--- src/rtl/dbgmon_pkg.sv ---
package dbgmon_pkg;

    localparam logic [7:0] PAGE_MON  = 8'hFE;
    localparam logic [7:0] PAGE_USER = 8'hFF;
    localparam logic [7:0] LOW_RESET = 8'hFE;
    localparam logic [7:0] LOW_TRAP  = 8'hFC;

    typedef enum logic [1:0] {
        VK_RESET = 2'b00,
        VK_SWI   = 2'b01,
        VK_BRK   = 2'b10,
        VK_RSVD  = 2'b11
    } vec_kind_e;

    typedef enum logic [1:0] {
        SQ_COLLECT = 2'd0,
        SQ_BREAK   = 2'd1,
        SQ_READY   = 2'd2
    } seq_state_e;

    typedef struct packed {
        logic [7:0] page;
        logic [7:0] low;
    } vec_addr_t;

    function automatic logic [7:0] vec_low_base(vec_kind_e k);
        case (k)
            VK_SWI, VK_BRK: return LOW_TRAP;
            default:        return LOW_RESET;
        endcase
    endfunction

endpackage

--- src/rtl/dbgmon_mode_latch.sv ---
module dbgmon_mode_latch (
    input  logic clk,
    input  logic rst,
    input  logic irq_at_vdd,
    input  logic rvec_blank,
    input  logic hv_present,
    input  logic cop_cfg_dis,
    output logic monitor,
    output logic cop_en
);
    logic mon_q;

    // Tracks the pins while reset is held; freezes at release.
    always_ff @(posedge clk) begin
        if (rst) begin
            mon_q <= irq_at_vdd & rvec_blank;
        end
    end

    assign monitor = mon_q;
    assign cop_en  = ~cop_cfg_dis & ~(mon_q & hv_present);
endmodule

--- src/rtl/dbgmon_seq.sv ---
module dbgmon_seq
    import dbgmon_pkg::*;
#(
    parameter int SEC_BYTES = 8
) (
    input  logic clk,
    input  logic rst,
    input  logic monitor,
    input  logic rx_stb,
    input  logic brk_done,
    output logic brk_start,
    output logic ready
);
    localparam int SEC_W = $clog2(SEC_BYTES + 1);

    seq_state_e       st;
    logic [SEC_W-1:0] sec_cnt;
    logic             take;

    assign take      = (st == SQ_COLLECT) && monitor && rx_stb;
    assign brk_start = take && (sec_cnt == SEC_W'(SEC_BYTES - 1));
    assign ready     = (st == SQ_READY);

    always_ff @(posedge clk) begin
        if (rst) begin
            st      <= SQ_COLLECT;
            sec_cnt <= '0;
        end else begin
            case (st)
                SQ_COLLECT: begin
                    if (brk_start)  st <= SQ_BREAK;
                    else if (take)  sec_cnt <= sec_cnt + 1'b1;
                end
                SQ_BREAK: begin
                    if (brk_done) st <= SQ_READY;
                end
                default: st <= SQ_READY;
            endcase
        end
    end
endmodule

--- src/rtl/dbgmon_break_gen.sv ---
module dbgmon_break_gen #(
    parameter int BIT_CLKS   = 625,
    parameter int BREAK_BITS = 10
) (
    input  logic clk,
    input  logic rst,
    input  logic start,
    output logic done,
    output logic tx
);
    localparam int BREAK_CLKS = BIT_CLKS * BREAK_BITS;
    localparam int CNT_W      = (BREAK_CLKS > 1) ? $clog2(BREAK_CLKS) : 1;

    logic             busy;
    logic [CNT_W-1:0] cnt;

    assign done = busy && (cnt == CNT_W'(BREAK_CLKS - 1));
    assign tx   = ~busy;

    always_ff @(posedge clk) begin
        if (rst) begin
            busy <= 1'b0;
            cnt  <= '0;
        end else if (start && !busy) begin
            busy <= 1'b1;
            cnt  <= '0;
        end else if (busy) begin
            if (done) begin
                busy <= 1'b0;
                cnt  <= '0;
            end else begin
                cnt <= cnt + 1'b1;
            end
        end
    end
endmodule

--- src/rtl/dbgmon_vec_remap.sv ---
module dbgmon_vec_remap
    import dbgmon_pkg::*;
(
    input  logic        monitor,
    input  logic [1:0]  kind,
    input  logic        lo,
    output logic [15:0] addr
);
    vec_addr_t a;
    logic [7:0] base;

    always_comb begin
        base   = vec_low_base(vec_kind_e'(kind));
        a.page = monitor ? PAGE_MON : PAGE_USER;
        a.low  = {base[7:1], lo};
    end

    assign addr = a;
endmodule

--- src/rtl/dbgmon_entry.sv ---
module dbgmon_entry #(
    parameter int BIT_CLKS   = 625,
    parameter int SEC_BYTES  = 8,
    parameter int BREAK_BITS = 10
) (
    input  logic        clk,
    input  logic        rst,
    input  logic        irq_at_vdd,
    input  logic        rvec_blank,
    input  logic        hv_present,
    input  logic        cop_cfg_dis,
    input  logic        rx_byte_stb,
    input  logic [1:0]  vec_kind,
    input  logic        vec_lo,
    output logic        monitor_mode,
    output logic        tx_line,
    output logic        ready,
    output logic        cop_en,
    output logic [15:0] vec_addr
);
    logic brk_start;
    logic brk_done;

    dbgmon_mode_latch u_mode (
        .clk         (clk),
        .rst         (rst),
        .irq_at_vdd  (irq_at_vdd),
        .rvec_blank  (rvec_blank),
        .hv_present  (hv_present),
        .cop_cfg_dis (cop_cfg_dis),
        .monitor     (monitor_mode),
        .cop_en      (cop_en)
    );

    dbgmon_seq #(.SEC_BYTES(SEC_BYTES)) u_seq (
        .clk       (clk),
        .rst       (rst),
        .monitor   (monitor_mode),
        .rx_stb    (rx_byte_stb),
        .brk_done  (brk_done),
        .brk_start (brk_start),
        .ready     (ready)
    );

    dbgmon_break_gen #(.BIT_CLKS(BIT_CLKS), .BREAK_BITS(BREAK_BITS)) u_brk (
        .clk   (clk),
        .rst   (rst),
        .start (brk_start),
        .done  (brk_done),
        .tx    (tx_line)
    );

    dbgmon_vec_remap u_vec (
        .monitor (monitor_mode),
        .kind    (vec_kind),
        .lo      (vec_lo),
        .addr    (vec_addr)
    );
endmodule

--- config.mk ---
export PLATFORM = sky130hd
export DESIGN_NAME = dbgmon_entry
export DESIGN_NICKNAME = d
export VERILOG_FILES = /design/src/rtl/dbgmon_pkg.sv /design/src/rtl/dbgmon_mode_latch.sv /design/src/rtl/dbgmon_seq.sv /design/src/rtl/dbgmon_break_gen.sv /design/src/rtl/dbgmon_vec_remap.sv /design/src/rtl/dbgmon_entry.sv
export SDC_FILE = /design/constraint.sdc
export NUM_CORES = 1
export LEC_CHECK = 0
export BUFFER_PORTS_ARGS = -buffer_cell sky130_fd_sc_hd__clkbuf_2
export CORE_MARGIN = 4
export CORE_UTILIZATION = 43
export DETAILED_ROUTE_END_ITERATION = 12
export GPL_ROUTABILITY_DRIVEN = 0
export GPL_TIMING_DRIVEN = 0
export PLACE_DENSITY_LB_ADDON = 0.25
export REMOVE_ABC_BUFFERS = 1
export SYNTH_ARGS = -nofsm -noshare
export SYNTH_HDL_FRONTEND = slang
export SYNTH_HIERARCHICAL = 1
export SYNTH_SLANG_ARGS = --single-unit
export TNS_END_PERCENT = 50
--- constraint.sdc ---
create_clock -name clk -period 1.55 [get_ports clk]
set_clock_uncertainty 0.05 [all_clocks]
set_input_delay 0.2325 -clock clk [delete_from_list [all_inputs] [get_ports clk]]
set_output_delay 0.2325 -clock clk [all_outputs]
set_load 0.005 [all_outputs]
## Word-level counts from Yosys, hierarchy flattened

Index checks and enable logic that the tools add are counted.
Widths: inputs -> output; s select.

- Input port bits: 10
- Register bits after elaboration: 21
- Word-level logic and storage cells: 42

- Add/sub/neg operators: 2
- Bitwise gates (word level): 7
- Eq/ne operators: 8
- Muxes and demuxes: 9
- Reduce and logical (&&, ||, !) cells: 11

Operators with widths:

| operator | number |
|---|---|
| $add 13x1->13 const B | 1 |
| $eq 13x13->1 const B | 1 |
| $mux 13 | 1 |
| $mux 2 | 3 |
| $logic_and 1x1->1 | 5 |
| $add 4x1->4 const B | 1 |
| $eq 2x1->1 const B | 2 |
| $eq 2x2->1 const B | 2 |
| $eq 4x3->1 const B | 1 |
| $mux 1 | 4 |
| $not 1->1 | 4 |
| $pmux 2 s2 | 1 |
| $reduce_or 2->1 | 2 |
| $and 1x1->1 | 3 |
| $reduce_and 3->1 | 1 |
| $logic_not 2->1 | 1 |
| $ne 2x1->1 const B | 1 |
| $ne 2x2->1 const B | 1 |
| $reduce_and 2->1 | 1 |
| $logic_not 1->1 | 1 |

## Depth between registers and ports, before layout

Gate-level depths: netlist of the first run.

- Depth in word-level cells: 6
- Gate-level depth with buffers: 7

## Modules after synthesis

Netlist of the first run, hierarchy kept.

By module, submodules not included:

| module | times used | area each (µm²) | sequential area each (µm²) | cells an instance |
|---|---|---|---|---|
| dbgmon_break_gen | 1 | 684.4 | 280.3 | 76 |
| dbgmon_seq | 1 | 301.5 | 120.1 | 32 |
| dbgmon_vec_remap | 1 | 121.4 | 0.0 | 17 |
| dbgmon_mode_latch | 1 | 45.0 | 30.0 | 3 |

## Worst setup path before layout of the first run

Ideal clock, no wire load.

- Path kind: reg2reg
- Start point: register u_mode.mon_q (netlist: u_mode/monitor)
- End point: register u_brk.cnt[10]
- Buffers on the path: 1
- Cell stages (with the launch flop): 6
- Setup time: 64 ps
- Arrival time: 1,466 ps
- Setup slack: -30 ps
- Period minus slack after synthesis: 1,580 ps
- Cells stage by stage: edfxtp_1 and4bb_2 and2_1 a211o_4 buf_6 nor2_1

- Word-level cells in the longest chain between the ends: 5

Ends and longest elaborated chain:

| what | RTL line | text |
|---|---|---|
| start, declared | dbgmon_mode_latch.sv:11 | `logic mon_q;` |
| start signal, assigned | dbgmon_mode_latch.sv:16 | `mon_q <= irq_at_vdd & rvec_blank;` |
| $logic_and 1x1->1 (2 in series) | dbgmon_seq.sv:20 | `assign take = (st == SQ_COLLECT) && monitor && rx_stb;` |
| $logic_and 1x1->1 | dbgmon_seq.sv:21 | `assign brk_start = take && (sec_cnt == SEC_W'(SEC_BYTES - 1));` |
| net brk_start | dbgmon_entry.sv:21 | `logic brk_start;` |
| $logic_and 1x1->1 | dbgmon_break_gen.sv:24 | `end else if (start && !busy) begin` |
| $reduce_or 2->1 (no source line) | -- |  |
| end signal, assigned | dbgmon_break_gen.sv:32 | `cnt <= cnt + 1'b1;` |
| end, declared | dbgmon_break_gen.sv:15 | `logic [CNT_W-1:0] cnt;` |

The timed path passes the listed nets, and every way through them passes these cells.
A chain may end at the register's enable or synchronous reset.

## Worst setup path after layout of the first run

- Start point: register u_brk.cnt[1]
- End point: register u_brk.cnt[2]

- Word-level cells in the longest chain between the ends: 3
- Elaborated cells on any way between the ends: 4

Ends and longest elaborated chain:

| what | RTL line | text |
|---|---|---|
| $eq 13x13->1 | dbgmon_break_gen.sv:17 | `assign done = busy && (cnt == CNT_W'(BREAK_CLKS - 1));` |
| $logic_and 1x1->1 | dbgmon_break_gen.sv:17 |  |
| net brk_done | dbgmon_entry.sv:22 | `logic brk_done;` |
| $mux 13 | dbgmon_break_gen.sv:28 | `if (done) begin` |

The timed path passes the listed nets, and every way through them passes these cells.

==> results of run 1 <==
cell families (layout without fill, tap and decap cells):
family,after synthesis,count (layout),synth area share (%)
compound gates,11,12,6.52
xor+xnor,13,13,9.88
fa+ha+maj,3,3,3.26
buf+inv,22,30,13.0
flops,21,21,37.4
mux,1,1,0.977
other cells,1,13,0.325
simple gates,56,56,28.7
layout by cell type (no fill, tap or decap), drive strengths merged, types with 2 or more instances in the layout:
master | synthesis | final
a211o | 1 | 2
buf | 16 | 6
nand4 | 4 | 4
xor2 | 3 | 3
nor4 | 3 | 3
and4bb | 2 | 2
clkbuf | 0 | 18
inv | 6 | 6
ha | 3 | 3
nand3 | 3 | 3
o21ai | 2 | 2
and2 | 2 | 2
nand2 | 5 | 5
a21oi | 6 | 6
conb | 1 | 13
nor3 | 7 | 7
dfxtp | 20 | 20
xnor2 | 10 | 10
nor2 | 21 | 21
nor2b | 2 | 2
where the power goes:
group          internal (mW)  leakage (nW)  switching [mW]
clock                  0.100        0.0150           0.160
combinational         0.0363         0.312          0.0409
sequential             0.548         0.173         0.00362
state kept, by name (all words and copies together) (netlist names):
| register | flops |
|---|---|
| u_seq/sec_cnt | 4 |
| u_seq/st | 2 |
| u_brk/busy | 1 |
| u_brk/cnt | 13 |
| u_mode/monitor | 1 |
worst min-delay path by stage:
stage / end / slack [ps] / cells after the start
after floorplan: u_seq/sec_cnt[1]$_SDFFE_PP0P_ / 250 / 1
after global placement: vec_addr[0] / 420 / 0
after detailed placement: vec_addr[0] / 420 / 0
after CTS: u_mode/monitor$_DFFE_PP_ / 150 / 2
after global routing: u_mode/monitor$_DFFE_PP_ / 140 / 2
final: u_mode/monitor$_DFFE_PP_ / 160 / 2
layout make-up:
cell class	instances	area share [%]
multi-input combinational	98	51.7
sequential	21	33.1
timing repair buffer	20	8.69
tap	30	2.83
clock buffer	4	1.98
inverter	6	1.70
metrics by stage:
| stage | utilization (%) | setup TNS (ps) | total power, mW |
|---|---|---|---|
| finish | 52.5 | 0 | 0.890 |
| floorplan | - | 0 | 0.602 |
| detailed placement | 46.7 | -812 | 0.631 |
| global route | 52.5 | -309 | 0.933 |
| global placement | 46.7 | -571 | 0.630 |
| CTS | 50.7 | 0 | 0.904 |
metal layers:
layer | up-vias | wire, microns | global-route usage [%]
met5 | - | 0 | 0
met4 | 0 | 0 | 4.43
met3 | 0 | 132 | 2.81
met2 | 24 | 1060 | 21.0
met1 | 414 | 1000 | 15.7
li1 | 454 | - | -
repair_timing:
action / 4_1_cts / 5_1_grt
gates cloned: 1 / 0
resized for setup: 9 / 9
pin swaps: 1 / 2
setup buffers: 6 / 0
setup endpoints to repair: 12 / 14
==> out/metrics.csv, run 1 <==
stage,metric,value,unit
status,status,finished clean,
critical_path,cp_cell_sequence,inv_2 -> ha_4 -> and4b_2 -> and4_4 -> a211o_4 -> nor2_2,
global_routing,grt_max_degree,13,
clock_tree,cts_hold_buf,0,
critical_path,r2r-start,u_brk/cnt[1]$_SDFFE_PP0P_,
layout,drive_gt1_share,30.9,%
place,dp_cells,168,
clock_tree,htree_levels,1,
clock_tree,cts_tree,built,
sta,hold-worst-slack,164,ps
critical_path,reg2regPathDepth,6,
worst_hold_path,holdCritStartpoint,rvec_blank,
critical_path,critical_path_class,reg -> reg,
detailed_routing,vias,892,
sta,rsz0062_at_grt,true,
critical_path,cp_slowest_cell,dfxtp_2,
clock_tree,clk_latency,300,ps
detailed_routing,ant_nets,0,
critical_path,crit_arrival,1720,ps
synthesis,syn_area_per_cell,9.00,sq um
die,core,0.00252,sq mm
die,io_pins,30,
synthesis,ys_ff_latch,21,
synthesis,synth_warnings,6,
synthesis,async_reset_ff_share,0,%
critical_path,cp_slowest_stage_delay,350,ps
global_routing,grt_pass1_vias,814,
clock_tree,cts.path.max_buffers,2,
sta,setup_viol,0,
layout,layout.nets,163,
sta,hold_viol,0,
clock_tree,clock-sinks,21,
detailed_routing,wirelength,2190,microns
synthesis,synth_area_leaders,"dfxtp_1, buf_4, xnor2_1",
synthesis,synth_top_area_cell,dfxtp_1,
synthesis,synthFlopType,dfxtp_1,
place,hpwl,1450,microns
critical_path,r2r_end,u_brk/cnt[2]$_SDFFE_PP0P_,
power_and_ir_drop,ir_drop,0.601,mV
sta,slew_violations,0,
sta,fin_crit,1530,ps
layout,fillers,243,
critical_path,crit_start,u_brk/cnt[1]$_SDFFE_PP0P_,
power_and_ir_drop,power_leakage,0.500,nW
place,pre_cts_ws,-91.2,ps
critical_path,cp.required,1740,ps
synthesis,yosysSeqAreaShare,37.4,%
synthesis,synthDistinctLibCells,34,
die,rows,18,
worst_hold_path,min_path_type,in -> reg,
critical_path,endpoint_kind,flip-flop,
power_and_ir_drop,cellPowerDensity,671,mW/mm^2
global_routing,overflow,0,
sta,fin_ws,21.2,ps
detailed_routing,first_pass_iters,4,
detailed_routing,drt_iter0_markers,23,
clock_tree,numCtsBuffers,3,
layout,fin_area,0.00133,sq mm
detailed_routing,wl_per_cell,12.2,microns
die,die-area,0.00357,sq mm
detailed_routing,via_per_inst,4.98,
synthesis,post_synth_instance_area,0.00115,sq mm
synthesis,netlist_instances,128,
synthesis,yosys-top-cells-count,"nor2_1, dfxtp_1, buf_4",
synthesis,synth_top_area_share,34.7,%
die,die_h,59.8,microns
synthesis,yosysMostFrequentCell,nor2_1,
global_routing,grt_pass1_wl,3480,microns
die,start_util,45.7,%
synthesis,synth_edf_count,1,
place,port_buffers,14,
critical_path,r2r_slack,20,ps
critical_path,critPathLaunchType,flip-flop,
sta,fin_crit_sh,98.6,%
layout,areaGrowthSynthToFinish,15.0,%
layout,instances_no_fill,179,
critical_path,crit_family,simple AND/OR/NAND/NOR gates,
layout,seqCellArea,438,sq um
global_routing,antenna_found_initial,0,
die,die_w,59.8,microns
place,placed_area,0.00118,sq mm
layout,antennaDiodeCount,0,
run,max_cap_violations,0,
sta,clock.fmax,654,MHz
critical_path,timing.critical_path.to,u_brk/cnt[2]$_SDFFE_PP0P_,
clock_tree,clk_pin_slew,110,ps
global_routing,grt_usage,12.6,%
critical_path,worstPathMaxFanout,6,
clock_tree,cts-root-buf,clkbuf_4,
detailed_routing,drc_errors,0,
critical_path,cp_num_buf_inv,1,
critical_path,critical_path_cell_count,6,
layout,multi_input_area,686,sq um
(Power assumes the default switching activity.)
==> run 2: changes to the inputs <==
- ABC_AREA: not set -> 1
- CORE_UTILIZATION: 43 -> 45
==> run 2 against run 1 <==
- area after synthesis increased by 17%
- setup slack improved by 91 ps
- combinational power decreased by 7.8%
- sequential power increased by 1%
- largest power group unchanged
- flip-flop and latch count unchanged
- synthesized cell count increased by 51%
- register-to-register slack improved by 90 ps
- design area increased by 9.1%
- count of clock-buffer cells in the layout decreased by 1
- worst hold slack got worse by 43 ps
- die area increased by 10%
==> out/metrics.csv, run 2 <==
stage,metric,value,unit,change
status,status,finished clean,,
layout,largest_register_ffs,13,,unchanged
clock_tree,cts_tree,built,,
layout,fillers,280,,+15%
sta,hold_viol,0,,unchanged
global_routing,overflow,0,,unchanged
die,core,0.00281,sq mm,+11%
power_and_ir_drop,power_frac_comb,8.0,%,-0.7 points
global_routing,antenna_found_initial,0,,unchanged
power_and_ir_drop,cellPowerDensity,616,mW/mm^2,-8.2%
detailed_routing,first_pass_iters,4,,unchanged
layout,drive_gt1_share,23.6,%,-7.3 points
synthesis,synthFlopType,dfxtp_1,,
critical_path,endpoint_kind,flip-flop,,
worst_hold_path,holdCritStartpoint,rvec_blank,,
critical_path,reg2regPathDepth,8,,+2
clock_tree,cts.path.max_buffers,2,,unchanged
layout,areaGrowthSynthToFinish,7.44,%,
clock_tree,cts_hold_buf,0,,unchanged
sta,clock.fmax,696,MHz,+6.3%
critical_path,r2r-start,u_seq/sec_cnt[0]$_SDFFE_PP0P_,,
die,start_util,47.9,%,+2.3 points
layout,final_common_cell,nand2_1,,
sta,fin_crit,1440,ps,-91.2 ps
critical_path,cp.required,1730,ps,about the same
clock_tree,cts_setup_buffers,0,,-6
die,io_pins,30,,unchanged
critical_path,critPathLaunchType,flip-flop,,
place,port_buffers,14,,unchanged
global_routing,grt_pass1_wl,4090,microns,+17%
worst_hold_path,whs_path_depth,3,,+1
synthesis,ys_ff_latch,21,,unchanged
die,rows,19,,+1
layout,largestRegisters,"u_brk/cnt x13, u_seq/sec_cnt x4, u_seq/st x2",,
synthesis,synth_edf_count,1,,unchanged
power_and_ir_drop,seqPwrFrac,62.6,%,+0.6 points
power_and_ir_drop,p_int,673,uW,-1.7%
critical_path,r2r_slack,110,ps,+90 ps
synthesis,synth_area_leaders,"dfxtp_1, nand2_1, buf_4",,
sta,fin_ws,112,ps,+91.2 ps
power_and_ir_drop,clockPowerShare,29.4,%,about the same
detailed_routing,via_per_inst,4.73,,-5.1%
clock_tree,clk_pin_slew,120,ps,about the same
synthesis,synthDistinctLibCells,28,,-18%
synthesis,synth_warnings,6,,unchanged
power_and_ir_drop,sw_frac_of_total,24.4,%,+1.3 points
synthesis,yosysSeqAreaShare,32.0,%,-5.4 points
die,die_h,62.7,microns,+4.9%
clock_tree,cts-root-buf,clkbuf_4,,
die,die-area,0.00393,sq mm,+10%
sta,setup_viol,0,,unchanged
place,pre_cts_ws,-74.7,ps,+16.5 ps
detailed_routing,wl_per_cell,10.2,microns,-17%
critical_path,critical_path_class,reg -> reg,,
place,dp_cells,235,,+40%
global_routing,grt_max_degree,13,,unchanged
detailed_routing,drt_iter0_markers,62,,+170%
sta,slew_violations,0,,unchanged
global_routing,grt_pass1_vias,939,,+15%
power_and_ir_drop,power_leakage,0.617,nW,+23%
layout,top_register,u_brk/cnt,,
detailed_routing,vias,1130,,+27%
critical_path,worstPathMaxFanout,5,,-1
detailed_routing,drc_errors,0,,unchanged
power_and_ir_drop,ir_drop,0.489,mV,-19%
detailed_routing,ant_nets,0,,unchanged
sta,fin_crit_sh,92.7,%,-5.9 points
clock_tree,clk_latency,300,ps,about the same
synthesis,yosys-top-cells-count,"nand2_1, inv_1, nor2_1",,
layout,layout.nets,222,,+36%
clock_tree,numCtsBuffers,3,,unchanged
synthesis,netlist_instances,193,,+51%
worst_hold_path,min_to,u_mode/monitor$_DFFE_PP_,,
detailed_routing,wirelength,2430,microns,+11%
place,hpwl,1880,microns,+29%
die,die_w,62.7,microns,+4.9%
clock_tree,clock-sinks,21,,unchanged
power_and_ir_drop,power_switching,217,uW,+5.9%
clock_tree,htree_levels,1,,unchanged
sta,timing.setup.tns,0,ps,unchanged
synthesis,yosysMostFrequentCell,nand2_1,,
critical_path,r2r_end,u_brk/cnt[4]$_SDFFE_PP0P_,,
layout,instances_no_fill,239,,+34%
synthesis,synth_top_area_share,29.8,%,-5.0 points
synthesis,syn_area_per_cell,6.97,sq um,-23%
run,max_cap_violations,0,,unchanged
global_routing,grt_usage,12.6,%,+0.071 points
synthesis,async_reset_ff_share,0,%,unchanged
layout,layout_common_cells,"nand2_1, inv_1, nor2_1",,
synthesis,post_synth_instance_area,0.00135,sq mm,+17%
worst_hold_path,min_path_type,in -> reg,,
layout,antennaDiodeCount,0,,unchanged
synthesis,synth_top_area_cell,dfxtp_1,,
critical_path,crit_arrival,1620,ps,-100 ps
[run 2: changes by cell type after synthesis, sizes merged, moves of 5 or more]
cell / before / now
inv: 6 / 27
nand2: 5 / 45
nand3: 3 / 18
nor2: 21 / 34
nor3: 7 / 2
xnor2: 10 / 1
[run 2: worst max path at each step]
stage	from	endpoint	slack [ps]	cells past startpoint
global route	u_seq/sec_cnt[0]$_SDFFE_PP0P_	u_brk/cnt[4]$_SDFFE_PP0P_	-6	8
CTS	u_seq/sec_cnt[1]$_SDFFE_PP0P_	u_brk/cnt[5]$_SDFFE_PP0P_	20	8
global placement	u_brk/busy$_SDFF_PP0_	u_seq/st[1]$_SDFFE_PP0P_	-80	4
detailed placement	u_brk/busy$_SDFF_PP0_	u_seq/st[1]$_SDFFE_PP0P_	-70	4
finish	u_seq/sec_cnt[0]$_SDFFE_PP0P_	u_brk/cnt[4]$_SDFFE_PP0P_	110	8
floorplan	u_seq/sec_cnt[0]$_SDFFE_PP0P_	u_brk/cnt[5]$_SDFFE_PP0P_	180	8
[run 2: cell type report]
type / instances / area, sq um / share of cell area [%]
inverters: 28 / 108 / 7.45
well taps: 31 / 38.8 / 2.68
clock buffers: 3 / 22.5 / 1.56
multi-input cells: 141 / 762 / 52.7
flip-flops and latches: 21 / 439 / 30.4
repair buffers: 14 / 70.1 / 4.85
clock inverters: 1 / 5.00 / 0.346
[run 2: metal layers]
| metal | routed length (microns) | part of all wire [%] | GRT usage (%) | up-vias |
|---|---|---|---|---|
| met2 | 1140 | 47 | 20.9 | 30 |
| met3 | 120 | 4.9 | 3.96 | 2 |
| met1 | 1150 | 47 | 16.2 | 493 |
| met5 | 0 | 0 | 0 | - |
| li1 | - | - | - | 605 |
| met4 | 14 | 0.58 | 2.48 | 0 |
[run 2: worst max-delay path, cell delays in order, from the launching register on]
cell,delay [ps]
dfxtp_2,360
ha_2,210
nand2_2,90
nor2_4,40
nand3_2,70
inv_1,70
a21oi_4,230
inv_4,80
nor3_2,170
[run 2: cell families (layout without fill, tap and decap cells)]
| kind of cell | Yosys count | after routing | share of synthesized area [%] |
|---|---|---|---|
| flops | 21 | 21 | 32.0 |
| buf+inv | 43 | 46 | 16.5 |
| other cells | 1 | 13 | 0.279 |
| xor+xnor | 6 | 6 | 3.91 |
| simple gates | 107 | 107 | 39.0 |
| compound gates | 12 | 12 | 5.58 |
| fa+ha+maj | 3 | 3 | 2.79 |
[run 2: through the flow]
stage | util (%) | hold slack, ps | power [mW] | cell area (sq um)
final | 51.5 | 121 | 0.890 | 1450
after global routing | 51.5 | 137 | 0.940 | 1450
after CTS | 50.7 | 109 | 0.909 | 1420
after floorplan | - | 252 | 0.610 | 1270
after global placement | 49.3 | 415 | 0.640 | 1380
after detailed placement | 49.3 | 415 | 0.640 | 1380
[run 2: what timing repair did]
item / CTS / global route
gates resized for setup: 5 / 7
cloned: 0 / 0
setup endpoints to repair: 9 / 13
pin swaps: 0 / 2
[run 2: power groups by stage]
stage	Combinational [mW]	Clock, mW	Sequential [mW]
2_1_floorplan	0.0409	0	0.570
3_3_place_gp	0.0691	0	0.570
3_5_place_dp	0.0689	0	0.571
4_1_cts	0.0695	0.280	0.559
5_1_grt	0.0818	0.298	0.560
6_report	0.0712	0.262	0.558
==> run 3: changes to the inputs <==
- CTS_BUF_LIST: not set -> sky130_fd_sc_hd__clkbuf_8
==> run 3 against run 2 <==
- utilization rose by 0.31 points
- combinational power decreased by 2%
- via count fell by 0.53%
- sequential share of layout area shrank 0.35 points
- cell count did not move
- power up 12%
- count of clock-buffer cells in the layout unchanged
- wire length is 1.4% lower
- non-clock buffer count unchanged
- critical path depth unchanged
- die area did not move
- largest cell class unchanged
- highest routed layer unchanged
==> out/metrics.csv, run 3 (synthesis results as in run 2) <==
stage,metric,value,unit,change
place,placed_area,0.00138,sq mm,unchanged
power_and_ir_drop,ir_drop,0.550,mV,+13%
global_routing,grt_pass1_wl,4060,microns,-0.66%
layout,largest_register_ffs,13,,unchanged
global_routing,grt_usage,12.6,%,-0.075 points
detailed_routing,wl_per_cell,10.0,microns,-1.4%
status,status,finished clean,,
critical_path,crit_start,u_seq/sec_cnt[0]$_SDFFE_PP0P_,,
power_and_ir_drop,power_leakage,0.621,nW,+0.77%
power_and_ir_drop,power_switching,236,uW,+8.8%
sta,fin_crit_sh,92.6,%,-0.17 points
die,die_h,62.7,microns,unchanged
sta,fin_crit,1440,ps,-2.58 ps
layout,largestRegisters,"u_brk/cnt x13, u_seq/sec_cnt x4, u_seq/st x2",,
place,port_buffers,14,,unchanged
layout,top_register,u_brk/cnt,,
worst_hold_path,min_path_type,in -> reg,,
clock_tree,clk_pin_slew,80,ps,-40 ps
layout,fin_area,0.00145,sq mm,+0.61%
critical_path,critPathLaunchType,flip-flop,,
sta,clock.fmax,697,MHz,+0.18%
sta,hold-worst-slack,160,ps,+38.4 ps
global_routing,grt_max_degree,13,,unchanged
clock_tree,numCtsBuffers,3,,unchanged
die,rows,19,,unchanged
die,die_w,62.7,microns,unchanged
clock_tree,htree_levels,1,,unchanged
critical_path,crit_arrival,1580,ps,-40 ps
run,max_cap_violations,0,,unchanged
clock_tree,cts.path.max_buffers,2,,unchanged
die,start_util,47.9,%,unchanged
die,io_pins,30,,unchanged
clock_tree,cts_tree,built,,
critical_path,critical_path_class,reg -> reg,,
sta,timing.setup.tns,0,ps,unchanged
detailed_routing,drt_iter0_markers,60,,-3.2%
critical_path,cp.required,1690,ps,-40 ps
global_routing,grt_pass1_vias,928,,-1.2%
die,core,0.00281,sq mm,unchanged
sta,slew_violations,0,,unchanged
layout,layout.nets,222,,unchanged
worst_hold_path,holdCritStartpoint,rvec_blank,,
power_and_ir_drop,power_frac_comb,7.1,%,-0.9 points
detailed_routing,ant_nets,0,,unchanged
power_and_ir_drop,clockPowerShare,36.7,%,+7.3 points
die,die-area,0.00393,sq mm,unchanged
layout,areaGrowthSynthToFinish,8.09,%,
detailed_routing,vias,1124,,-0.53%
power_and_ir_drop,sw_frac_of_total,23.8,%,-0.62 points
clock_tree,cts-root-buf,clkbuf_8,,
clock_tree,clk_latency,270,ps,-30 ps
critical_path,endpoint_kind,flip-flop,,
global_routing,antenna_found_initial,0,,unchanged
clock_tree,clock-sinks,21,,unchanged
place,hpwl,1880,microns,unchanged
layout,antennaDiodeCount,0,,unchanged
sta,hold_viol,0,,unchanged
critical_path,r2r-start,u_seq/sec_cnt[0]$_SDFFE_PP0P_,,
power_and_ir_drop,cellPowerDensity,684,mW/mm^2,+11%
global_routing,overflow,0,,unchanged
sta,setup_viol,0,,unchanged
power_and_ir_drop,seqPwrFrac,56.2,%,-6.4 points
layout,layout_common_cells,"nand2_1, inv_1, nor2_1",,
clock_tree,cts_setup_buffers,0,,unchanged
critical_path,worstPathMaxFanout,5,,unchanged
layout,drive_gt1_share,23.1,%,-0.48 points
detailed_routing,via_per_inst,4.70,,-0.53%
detailed_routing,drc_errors,0,,unchanged
detailed_routing,wirelength,2400,microns,-1.4%
clock_tree,cts_hold_buf,0,,unchanged
layout,final_common_cell,nand2_1,,
detailed_routing,first_pass_iters,4,,unchanged
power_and_ir_drop,p_int,758,uW,+13%
==> run 3: layer usage <==
layer | share of wire, % | global-route usage, % | vias to the layer above
li1 | - | - | 606
met1 | 47 | 16.3 | 489
met2 | 47 | 20.1 | 27
met3 | 5.3 | 3.42 | 2
met4 | 1.2 | 4.13 | 0
met5 | 0 | 0 | -
==> run 3: critical path: stages (launching register included) <==
cell and delay [ps]:
dfxtp_2 350, ha_2 210, nand2_2 90, nor2_4 40, nand3_2 60, inv_1 70
a21oi_4 200, inv_2 100, nor3_1 180
==> run 3: final timing paths <==
kind | end | depth (start not counted) | slack (ps)
setup / recovery | u_brk/cnt[4]$_SDFFE_PP0P_ | 8 | 110
hold / removal | u_mode/monitor$_DFFE_PP_ | 3 | 160
setup reg to reg | u_brk/cnt[4]$_SDFFE_PP0P_ | 8 | 110
hold reg to reg | u_brk/cnt[1]$_SDFFE_PP0P_ | 2 | 450
==> run 3: cell type report <==
cell class	count	area, sq um
clock buffers	3	41.3
clock inverters	1	5.00
fillers	282	1350
inverters	28	105
multi-input cells	141	757
flip-flops and latches	21	437
well taps	31	38.8
repair buffers	14	70.1
==> run 3: through the flow <==
step | power [mW] | setup WS, ps | util [%] | std cells
final | 0.994 | 115 | 51.8 | 239
after global placement | 0.640 | -75.8 | 49.3 | 235
after detailed placement | 0.640 | -74.7 | 49.3 | 235
after global routing | 1.03 | -0.530 | 51.8 | 239
after CTS | 1.01 | 1.94 | 51.1 | 239
after floorplan | 0.610 | 176 | - | 190
==> run 3: power by group through the flow <==
| stage | clock (mW) | combinational (mW) | sequential (mW) |
|---|---|---|---|
| after floorplan | 0 | 0.0409 | 0.570 |
| after global placement | 0 | 0.0691 | 0.570 |
| after detailed placement | 0 | 0.0689 | 0.571 |
| after CTS | 0.380 | 0.0695 | 0.558 |
| after global routing | 0.393 | 0.0807 | 0.561 |
| final | 0.365 | 0.0701 | 0.559 |
==> run 3: timing repair <==
item	4_1_cts	5_1_grt
resized for setup	3	6
endpoints found under the setup margin	7	13
pin swaps	0	2
